**src/rtl/dcfg_pkg.sv**
```systemverilog
package dcfg_pkg;
   localparam int unsigned DCFG_W        = 32;
   localparam logic [31:0] DCFG_RSVD     = 32'hF4F0_0000;
   localparam int unsigned DCFG_SEL_BIT  = 27;
   localparam int unsigned DCFG_CTR_BIT  = 24;
   localparam int unsigned DCFG_IEN_BIT  = 5;

   typedef enum logic {
      VINT_AT_VBLANK    = 1'b0,
      VINT_AT_VSYNC_END = 1'b1
   } vint_src_e;
endpackage

```
**src/rtl/dcfg_host_port.sv**
```systemverilog
module dcfg_host_port #(
   parameter int unsigned DATA_W     = 32,
   parameter int unsigned ADDR_W     = 8,
   parameter logic [ADDR_W-1:0] REG_OFFSET = 8'h08,
   parameter logic [DATA_W-1:0] RSVD_MASK  = 32'hF4F0_0000,
   parameter bit          RDATA_REG  = 1'b0
) (
   input  logic              clk,
   input  logic              rst_n,
   input  logic [ADDR_W-1:0] bus_addr,
   input  logic              bus_wr,
   input  logic [DATA_W-1:0] bus_wdata,
   output logic [DATA_W-1:0] bus_rdata,
   output logic [DATA_W-1:0] pend_q,
   output logic              wr_hit
);
   localparam logic [DATA_W-1:0] WR_MASK = ~RSVD_MASK;

   logic addr_hit;
   assign addr_hit = (bus_addr == REG_OFFSET);
   assign wr_hit   = bus_wr && addr_hit;

   always_ff @(posedge clk or negedge rst_n) begin
      if (!rst_n)      pend_q <= '0;
      else if (wr_hit) pend_q <= bus_wdata & WR_MASK;
   end

   logic [DATA_W-1:0] rd_mux;
   assign rd_mux = addr_hit ? pend_q : '0;

   generate
      if (RDATA_REG) begin : g_rd_reg
         logic [DATA_W-1:0] rd_q;
         always_ff @(posedge clk or negedge rst_n) begin
            if (!rst_n) rd_q <= '0;
            else        rd_q <= rd_mux;
         end
         assign bus_rdata = rd_q;
      end else begin : g_rd_comb
         assign bus_rdata = rd_mux;
      end
   endgenerate

   // a write elsewhere leaves the stored word alone
   a_r12_foreign_write: assert property (@(posedge clk) disable iff (!rst_n)
      (bus_wr && !addr_hit) |=> $stable(pend_q));
   // a matching write is captured with reserved bits cleared
   a_r2_capture: assert property (@(posedge clk) disable iff (!rst_n)
      wr_hit |=> pend_q == ($past(bus_wdata) & WR_MASK));
endmodule

```
**src/rtl/dcfg_frame_shadow.sv**
```systemverilog
module dcfg_frame_shadow #(
   parameter int unsigned DATA_W  = 32,
   parameter int unsigned IMM_BIT = 27
) (
   input  logic              clk,
   input  logic              rst_n,
   input  logic              frame_start,
   input  logic [DATA_W-1:0] pend_i,
   output logic [DATA_W-1:0] active_o
);
   logic [DATA_W-1:0] shadow_q;

   always_ff @(posedge clk or negedge rst_n) begin
      if (!rst_n)           shadow_q <= '0;
      else if (frame_start) shadow_q <= pend_i;
   end

   generate
      for (genvar b = 0; b < DATA_W; b++) begin : g_bit
         if (b == IMM_BIT) begin : g_imm
            assign active_o[b] = pend_i[b];
         end else begin : g_sync
            assign active_o[b] = shadow_q[b];
         end
      end
   endgenerate

   // applied copy holds between frame boundaries
   a_r6_hold_mid_frame: assert property (@(posedge clk) disable iff (!rst_n)
      !frame_start |=> $stable(shadow_q));
   // a boundary loads the pending word
   a_r4_apply: assert property (@(posedge clk) disable iff (!rst_n)
      frame_start |=> shadow_q == $past(pend_i));
endmodule

```
**src/rtl/dcfg_vint.sv**
```systemverilog
module dcfg_vint
   import dcfg_pkg::*;
(
   input  logic clk,
   input  logic rst_n,
   input  logic src_sel,
   input  logic irq_en,
   input  logic vblank_start,
   input  logic vsync_end,
   output logic irq_o
);
   vint_src_e src;
   logic      evt, evt_d, irq_q;

   assign src = vint_src_e'(src_sel);
   always_comb begin
      unique case (src)
         VINT_AT_VBLANK:    evt = irq_en && vblank_start;
         VINT_AT_VSYNC_END: evt = irq_en && vsync_end;
         default:           evt = 1'b0;
      endcase
   end

   always_ff @(posedge clk or negedge rst_n) begin
      if (!rst_n) begin
         evt_d <= 1'b0;
         irq_q <= 1'b0;
      end else begin
         evt_d <= evt;
         irq_q <= evt && !evt_d;
      end
   end
   assign irq_o = irq_q;

   // never two pulse cycles in a row
   a_r10_single_pulse: assert property (@(posedge clk) disable iff (!rst_n)
      irq_o |=> !irq_o);
   // no pulse without enable
   a_r9_gated: assert property (@(posedge clk) disable iff (!rst_n)
      !irq_en |=> !irq_o);
   // pulse traces back to the selected strobe
   a_r8_source: assert property (@(posedge clk) disable iff (!rst_n)
      irq_o |-> ($past(src_sel) ? $past(vsync_end) : $past(vblank_start)));
endmodule

```
**src/rtl/dcfg_reg.sv**
```systemverilog
module dcfg_reg
   import dcfg_pkg::*;
#(
   parameter int unsigned DATA_W     = DCFG_W,
   parameter int unsigned ADDR_W     = 8,
   parameter logic [ADDR_W-1:0] REG_OFFSET = 8'h08,
   parameter logic [DATA_W-1:0] RSVD_MASK  = DCFG_RSVD,
   parameter int unsigned SEL_BIT    = DCFG_SEL_BIT,
   parameter int unsigned CTR_BIT    = DCFG_CTR_BIT,
   parameter int unsigned IEN_BIT    = DCFG_IEN_BIT,
   parameter bit          RDATA_REG  = 1'b0
) (
   input  logic              clk,
   input  logic              rst_n,
   input  logic [ADDR_W-1:0] bus_addr,
   input  logic              bus_wr,
   input  logic [DATA_W-1:0] bus_wdata,
   output logic [DATA_W-1:0] bus_rdata,
   input  logic              frame_start,
   input  logic              vblank_start,
   input  logic              vsync_end,
   input  logic              in_active,
   input  logic              in_border,
   output logic              disp_en,
   output logic [DATA_W-1:0] cfg_active,
   output logic              vint_pulse
);
   generate
      if (SEL_BIT >= DATA_W || CTR_BIT >= DATA_W || IEN_BIT >= DATA_W) begin : g_bad_bit
         $error("dcfg_reg: control bit index outside the word");
      end
      if (RSVD_MASK[SEL_BIT] || RSVD_MASK[CTR_BIT] || RSVD_MASK[IEN_BIT]) begin : g_bad_mask
         $error("dcfg_reg: a control bit is marked reserved");
      end
      if (SEL_BIT == CTR_BIT || SEL_BIT == IEN_BIT || CTR_BIT == IEN_BIT) begin : g_bad_dup
         $error("dcfg_reg: control bits overlap");
      end
   endgenerate

   logic [DATA_W-1:0] pend_q;
   logic              wr_hit;

   dcfg_host_port #(
      .DATA_W(DATA_W), .ADDR_W(ADDR_W), .REG_OFFSET(REG_OFFSET),
      .RSVD_MASK(RSVD_MASK), .RDATA_REG(RDATA_REG)
   ) u_host (
      .clk(clk), .rst_n(rst_n), .bus_addr(bus_addr), .bus_wr(bus_wr),
      .bus_wdata(bus_wdata), .bus_rdata(bus_rdata), .pend_q(pend_q),
      .wr_hit(wr_hit)
   );

   dcfg_frame_shadow #(.DATA_W(DATA_W), .IMM_BIT(SEL_BIT)) u_shadow (
      .clk(clk), .rst_n(rst_n), .frame_start(frame_start),
      .pend_i(pend_q), .active_o(cfg_active)
   );

   dcfg_vint u_vint (
      .clk(clk), .rst_n(rst_n), .src_sel(cfg_active[SEL_BIT]),
      .irq_en(cfg_active[IEN_BIT]), .vblank_start(vblank_start),
      .vsync_end(vsync_end), .irq_o(vint_pulse)
   );

   assign disp_en = in_active || (cfg_active[CTR_BIT] && in_border);

   // reserved positions never reach the display logic
   a_r3_rsvd_zero: assert property (@(posedge clk) disable iff (!rst_n)
      (cfg_active & RSVD_MASK) == '0);
   // select bit follows a write on the next cycle
   a_r5_sel_immediate: assert property (@(posedge clk) disable iff (!rst_n)
      (bus_wr && bus_addr == REG_OFFSET) |=> cfg_active[SEL_BIT] == $past(bus_wdata[SEL_BIT]));
   // with border qualify off, enable tracks the active flag only
   a_r11_active_only: assert property (@(posedge clk) disable iff (!rst_n)
      !cfg_active[CTR_BIT] |-> disp_en == in_active);
endmodule

```
**config.mk**
```make
export PLATFORM = sky130hd
export DESIGN_NAME = dcfg_reg
export DESIGN_NICKNAME = d
export VERILOG_FILES = /design/src/rtl/dcfg_pkg.sv /design/src/rtl/dcfg_host_port.sv /design/src/rtl/dcfg_frame_shadow.sv /design/src/rtl/dcfg_vint.sv /design/src/rtl/dcfg_reg.sv
export SDC_FILE = /design/constraint.sdc
export NUM_CORES = 1
export LEC_CHECK = 0
export ABC_CLOCK_PERIOD_IN_PS = 1200
export BUFFER_PORTS_ARGS = -buffer_cell sky130_fd_sc_hd__buf_2
export CAP_MARGIN = 20
export CORE_UTILIZATION = 47
export DETAILED_ROUTE_END_ITERATION = 12
export HOLD_SLACK_MARGIN = 0.15
export PLACE_DENSITY = 0.88
export SLEW_MARGIN = 20
export SYNTH_ARGS = -nofsm -noshare
export SYNTH_HDL_FRONTEND = slang
export SYNTH_HIERARCHICAL = 1
export SYNTH_SLANG_ARGS = --single-unit
```
**constraint.sdc**
```tcl
create_clock -name clk -period 1.2 [get_ports clk]
set_input_delay 0.06 -clock clk [delete_from_list [all_inputs] [get_ports clk]]
set_output_delay 0.06 -clock clk [all_outputs]
set_load 0.03 [all_outputs]
```
======== After elaboration in Yosys (flattened, before gate mapping) ========
Cells that the tools add are included.
storage, ports and cells
  bits in registers ....................... 47
  output and inout bits ................... 66
  word-level logic and storage cells ...... 15
operators by class
  equality and inequality tests ........... 1
  bitwise logic cells ..................... 1
  reductions and logical operators ........ 7
  multiplexer cells ....................... 2
operators with widths
  cell                                                             count
  28-bit two-way mux                                               1
  8-bit by 4-bit == test with 1-bit output, second input constant  1
  1-bit logical AND                                                5
  1-bit one-hot mux with 2 select lines                            1
  1-bit zero test                                                  1
  1-bit logical OR                                                 1
  1-bit inverter                                                   1

======== Logic depth before layout (Yosys ltp) ========
  depth after elaboration ................. 3
  mapped depth ............................ 5
  mapped depth without buffers ............ 3

======== Cells and area by module ========
Netlist, hierarchy kept.
modules (own cells, without submodules)
  module             cells an instance  instances  area each (um2)
  dcfg_host_port     98                 1          1310.0
  dcfg_frame_shadow  66                 1          1166.1
  dcfg_vint          5                  1          78.8
  dcfg_reg           1                  1          7.5

======== Least setup slack after synthesis ========
OpenSTA, ideal clock, no wires.
  path type ............................... input to register
  from .................................... in bus_addr[7]
  to ...................................... reg u_host.pend_q[0]
  stages .................................. 5
  setup time .............................. 0.125 ns
  arrival time ............................ 1.140 ns
  setup slack ............................. -0.065 ns
  data required time ...................... 1.075 ns
  buffers on the path ..................... 2
  cell sequence ........................... nor4b_4 > and3_1 > buf_6 > buf_12 > mux2_4
on the way
  longest elaborated chain between the ends .. 2
RTL lines
  element                                   line                  text
  from (decl)                               dcfg_reg.sv:15        input logic [ADDR_W-1:0] bus_addr,
  8-bit by 4-bit == test with 1-bit output  dcfg_host_port.sv:20  assign addr_hit = (bus_addr == REG_OFFSET);
  1-bit logical AND                         dcfg_host_port.sv:21  assign wr_hit = bus_wr && addr_hit;
  to (signal assigned)                      dcfg_host_port.sv:25  else if (wr_hit) pend_q <= bus_wdata & WR_MASK;
  to (decl)                                 dcfg_host_port.sv:14  output logic [DATA_W-1:0] pend_q,
No other way between the ends.
A chain may end at the register's enable or synchronous reset.

======== Final worst setup path ========
  from .................................... in bus_addr[1]
  to ...................................... out bus_rdata[3]
on the way
  longest elaborated chain between the ends .. 2
RTL lines
  element                                   line                  text
  8-bit by 4-bit == test with 1-bit output  dcfg_host_port.sv:20
  28-bit two-way mux                        dcfg_host_port.sv:29  assign rd_mux = addr_hit ? pend_q : '0;
  to (decl)                                 dcfg_reg.sv:18        output logic [DATA_W-1:0] bus_rdata,
No other way between the ends.

==> results.sh <==
export IMPL_die_area_um2=5751
export IMPL_reg2reg_to="u_vint/evt_d$_DFF_PN0_"
export IMPL_routed_wl_um=5458
export IMPL_clock_sinks=56
export IMPL_diodes=0
export IMPL_post_route_drc_count=0
export IMPL_grt_ovfl_total=0
export IMPL_ys_seq_area_share_pct=54.69
export IMPL_synth_top_cells_by_count="dfrtp_1 (56), mux2_2 (35), and3_1 (21)"
export IMPL_cts_buffer_depth=2
export IMPL_slowest_stage="nor4_4"
export IMPL_ant_nets=0
export IMPL_vdd_drop_max_uv=706.4
export IMPL_htree_levels=2
export IMPL_critPathMaxFanout=23
export IMPL_slew_violations=0
export IMPL_fin_skew_ns=0.008312
export IMPL_gp_congestion=0.7175
export IMPL_fin_ws_ns=0.04190
export IMPL_ys_top_cells_by_area="dfrtp_1 (55%), mux2_2 (15%), mux2_4 (11%), buf_4 (5.6%), and3_1 (5.1%)"
export IMPL_yosys_area_top_type="dfrtp_1"
export IMPL_wl_per_cell_um=15.04
export IMPL_power_switching_uw=1031
export IMPL_timing_final_crit_share_pct=96.51
export IMPL_dp_cells=329
export IMPL_dp_slack_ns=-0.1727
export IMPL_fin_nets=340
export IMPL_met3_usage_pct=4.762
export IMPL_final_area_um2=3398
export IMPL_cts_tree="done"
export IMPL_seqPwrFrac_pct=54.4
export IMPL_via_count=1744
export IMPL_finalHoldViolCount=0
export IMPL_clock_latency_ns=0.30
export IMPL_hpwl_um=3419
export IMPL_synth_edf_count=0
export IMPL_startpoint_type="input pin"
export IMPL_vias_per_cell=4.804
export IMPL_status="finished, final reports clean"
export IMPL_start_util_pct=49.54
export IMPL_power_density_nw_per_um2=1113
export IMPL_place_area_um2=3030
export IMPL_synthCells=170
export IMPL_arrival_ns=1.10
export IMPL_ys_warn_count=6
export IMPL_die_h_um=75.84
export IMPL_drt_iter0_drc=92
export IMPL_hold_path_class="input pin to asynchronous set/reset pin"
export IMPL_grt_pass1_vias=1762
export IMPL_fmax_mhz=863.5
export IMPL_layout_drive_gt1_share_pct=58.02
export IMPL_grt_usage_pct=19.61
export IMPL_cpPeakStageDelay_ns=0.30
export IMPL_synth_cell_types=16
export IMPL_grt_setup_unrepaired="false"
export IMPL_power_internal_uw=2750
export IMPL_grt_util_met1_pct=23.06
export IMPL_synth_most_common_cell="dfrtp_1"
export IMPL_p_comb_share_pct=17.2
export IMPL_r2r_start="u_host/pend_q[27]$_DFFE_PN0P_"
export IMPL_ios=114
export IMPL_syn_area_per_cell_um2=15.07
export IMPL_clkTransAtPathRegs_ns=0.10
export IMPL_swShare_pct=27.26
export IMPL_clkPwrFrac_pct=28.4
export IMPL_core_um2=5172
export IMPL_required_ns=1.14
export IMPL_synthArstFlopShare_pct=100.0
export IMPL_finalSetupViolCount=0
export IMPL_finalNonFillerCells=363
export IMPL_antenna_found_initial=0
export IMPL_crit_type="input pin to output pin"
export IMPL_leakage_uw=0.001920
export IMPL_tns_ns=0
export IMPL_synth_area_um2=2562
export IMPL_dr_pass1_iters=4
export IMPL_grt_max_degree=57
export IMPL_ys_ff_latch=56
export IMPL_crit_path_end_kind="output pin"
export IMPL_fp_row_count=26
export IMPL_cts_buffers=5
export IMPL_synth_top_area_share_pct=54.69
export IMPL_whs_ns=0.2593
export IMPL_cts_root_buf="clkbuf_8"
export IMPL_maxCapViolations=0
export IMPL_die_w_um=75.84
export IMPL_met2_usage_pct=34.32
export IMPL_reg2reg_depth=2
export IMPL_grt_pass1_wl_um=8273
export IMPL_portBuffers=95
export IMPL_cpMostUsedCell="buf_2"
export IMPL_r2r_slack_ns=0.33
export IMPL_synthToLayoutAreaGrowth_pct=32.62
export IMPL_grt_busiest_layer="met2"
export IMPL_cp_cell_sequence="buf_2, nor4_4, buf_6, and3_1, buf_2"
export IMPL_fin_crit_ns=1.158
export IMPL_synthFlopType="dfrtp_1"
==> worst max-delay path, delay by kind of cell <==
| family | cells | cell delay, ns |
|---|---|---|
| buf+inv | 3 | 0.55 |
| simple gates | 2 | 0.48 |
==> worst max-delay path by stage <==
stage / slack, ns / end / depth (start not counted) / start
global route: 0.001 / bus_rdata[16] / 5 / bus_addr[1]
floorplan: -0.06 / u_host/pend_q[0]$_DFFE_PN0P_ / 5 / bus_addr[7]
detailed placement: -0.17 / u_host/pend_q[24]$_DFFE_PN0P_ / 5 / bus_addr[1]
CTS: 0.03 / bus_rdata[25] / 5 / bus_addr[1]
global placement: -0.14 / u_host/pend_q[27]$_DFFE_PN0P_ / 5 / bus_addr[7]
finish: 0.04 / bus_rdata[3] / 5 / bus_addr[1]
==> what timing repair did <==
| action | 4_1_cts | 5_1_grt |
|---|---|---|
| buffers inserted | 0 | 0 |
| hold buffers | 26 | 0 |
| endpoints found under the setup margin | 4 | 1 |
| hold endpoints to repair | 81 | 0 |
| gates resized for setup | 2 | 2 |
==> layout by cell type (no fill, tap or decap) <==
cell type,n
a21o_1,1
clkinvlp_4,2
buf_6,2
buf_12,3
mux2i_1,1
nor4_4,1
and3_2,4
buf_2,94
nor4b_4,1
mux2_2,35
conb_1,18
dlygate4sd3_1,26
nor2b_1,1
nor3b_2,1
buf_4,2
and3_1,20
mux2_4,19
clkbuf_8,6
dfrtp_1,56
==> power groups by stage <==
stage          Clock [µW]  Combinational (µW)  Sequential (µW)
3_3_place_gp            0                 572             2090
6_report             1080                 649             2060
4_1_cts              1110                 651             2060
3_5_place_dp            0                 583             2090
5_1_grt              1170                 696             2070
2_1_floorplan           0                 265             2230
==> registers in the layout, summed over array words and instances, names as in the netlist <==
name and count:
u_shadow/shadow_q 31, u_host/pend_q 23, u_vint/irq_o 1, u_vint/evt_d 1
==> cells by family (layout without fill, tap and decap cells) <==
family | count (synthesis) | count (layout) | share of synthesized area, %
flops | 56 | 56 | 54.69
mux | 55 | 55 | 26.90
buf+inv | 29 | 135 | 9.473
simple gates | 28 | 28 | 8.496
other cells | 1 | 18 | 0.1463
compound gates | 1 | 1 | 0.2931
==> stage by stage <==
| stage | util [%] | power (µW) |
|---|---|---|
| 3_5_place_dp | 58.59 | 2676 |
| 5_1_grt | 65.70 | 3936 |
| 2_1_floorplan | - | 2495 |
| 6_report | 65.70 | 3781 |
| 3_3_place_gp | 58.59 | 2659 |
| 4_1_cts | 65.65 | 3820 |
==> per-layer routing <==
layer | vias to the layer above | wire length (µm)
met5 | - | 0
met2 | 67 | 2807
met4 | 0 | 100
met3 | 11 | 252
li1 | 797 | -
met1 | 869 | 2297
==> cell type report <==
cell class / count / area (µm²)
Tap cell: 70 / 87.58
Clock buffer: 6 / 82.58
Multi-Input combinational cell: 102 / 983.4
Clock inverter: 2 / 15.01
Sequential cell: 56 / 1401
Fill cell: 388 / 1774
Timing Repair Buffer: 127 / 828.3
No activity file was read; power rests on OpenSTA's default activity.
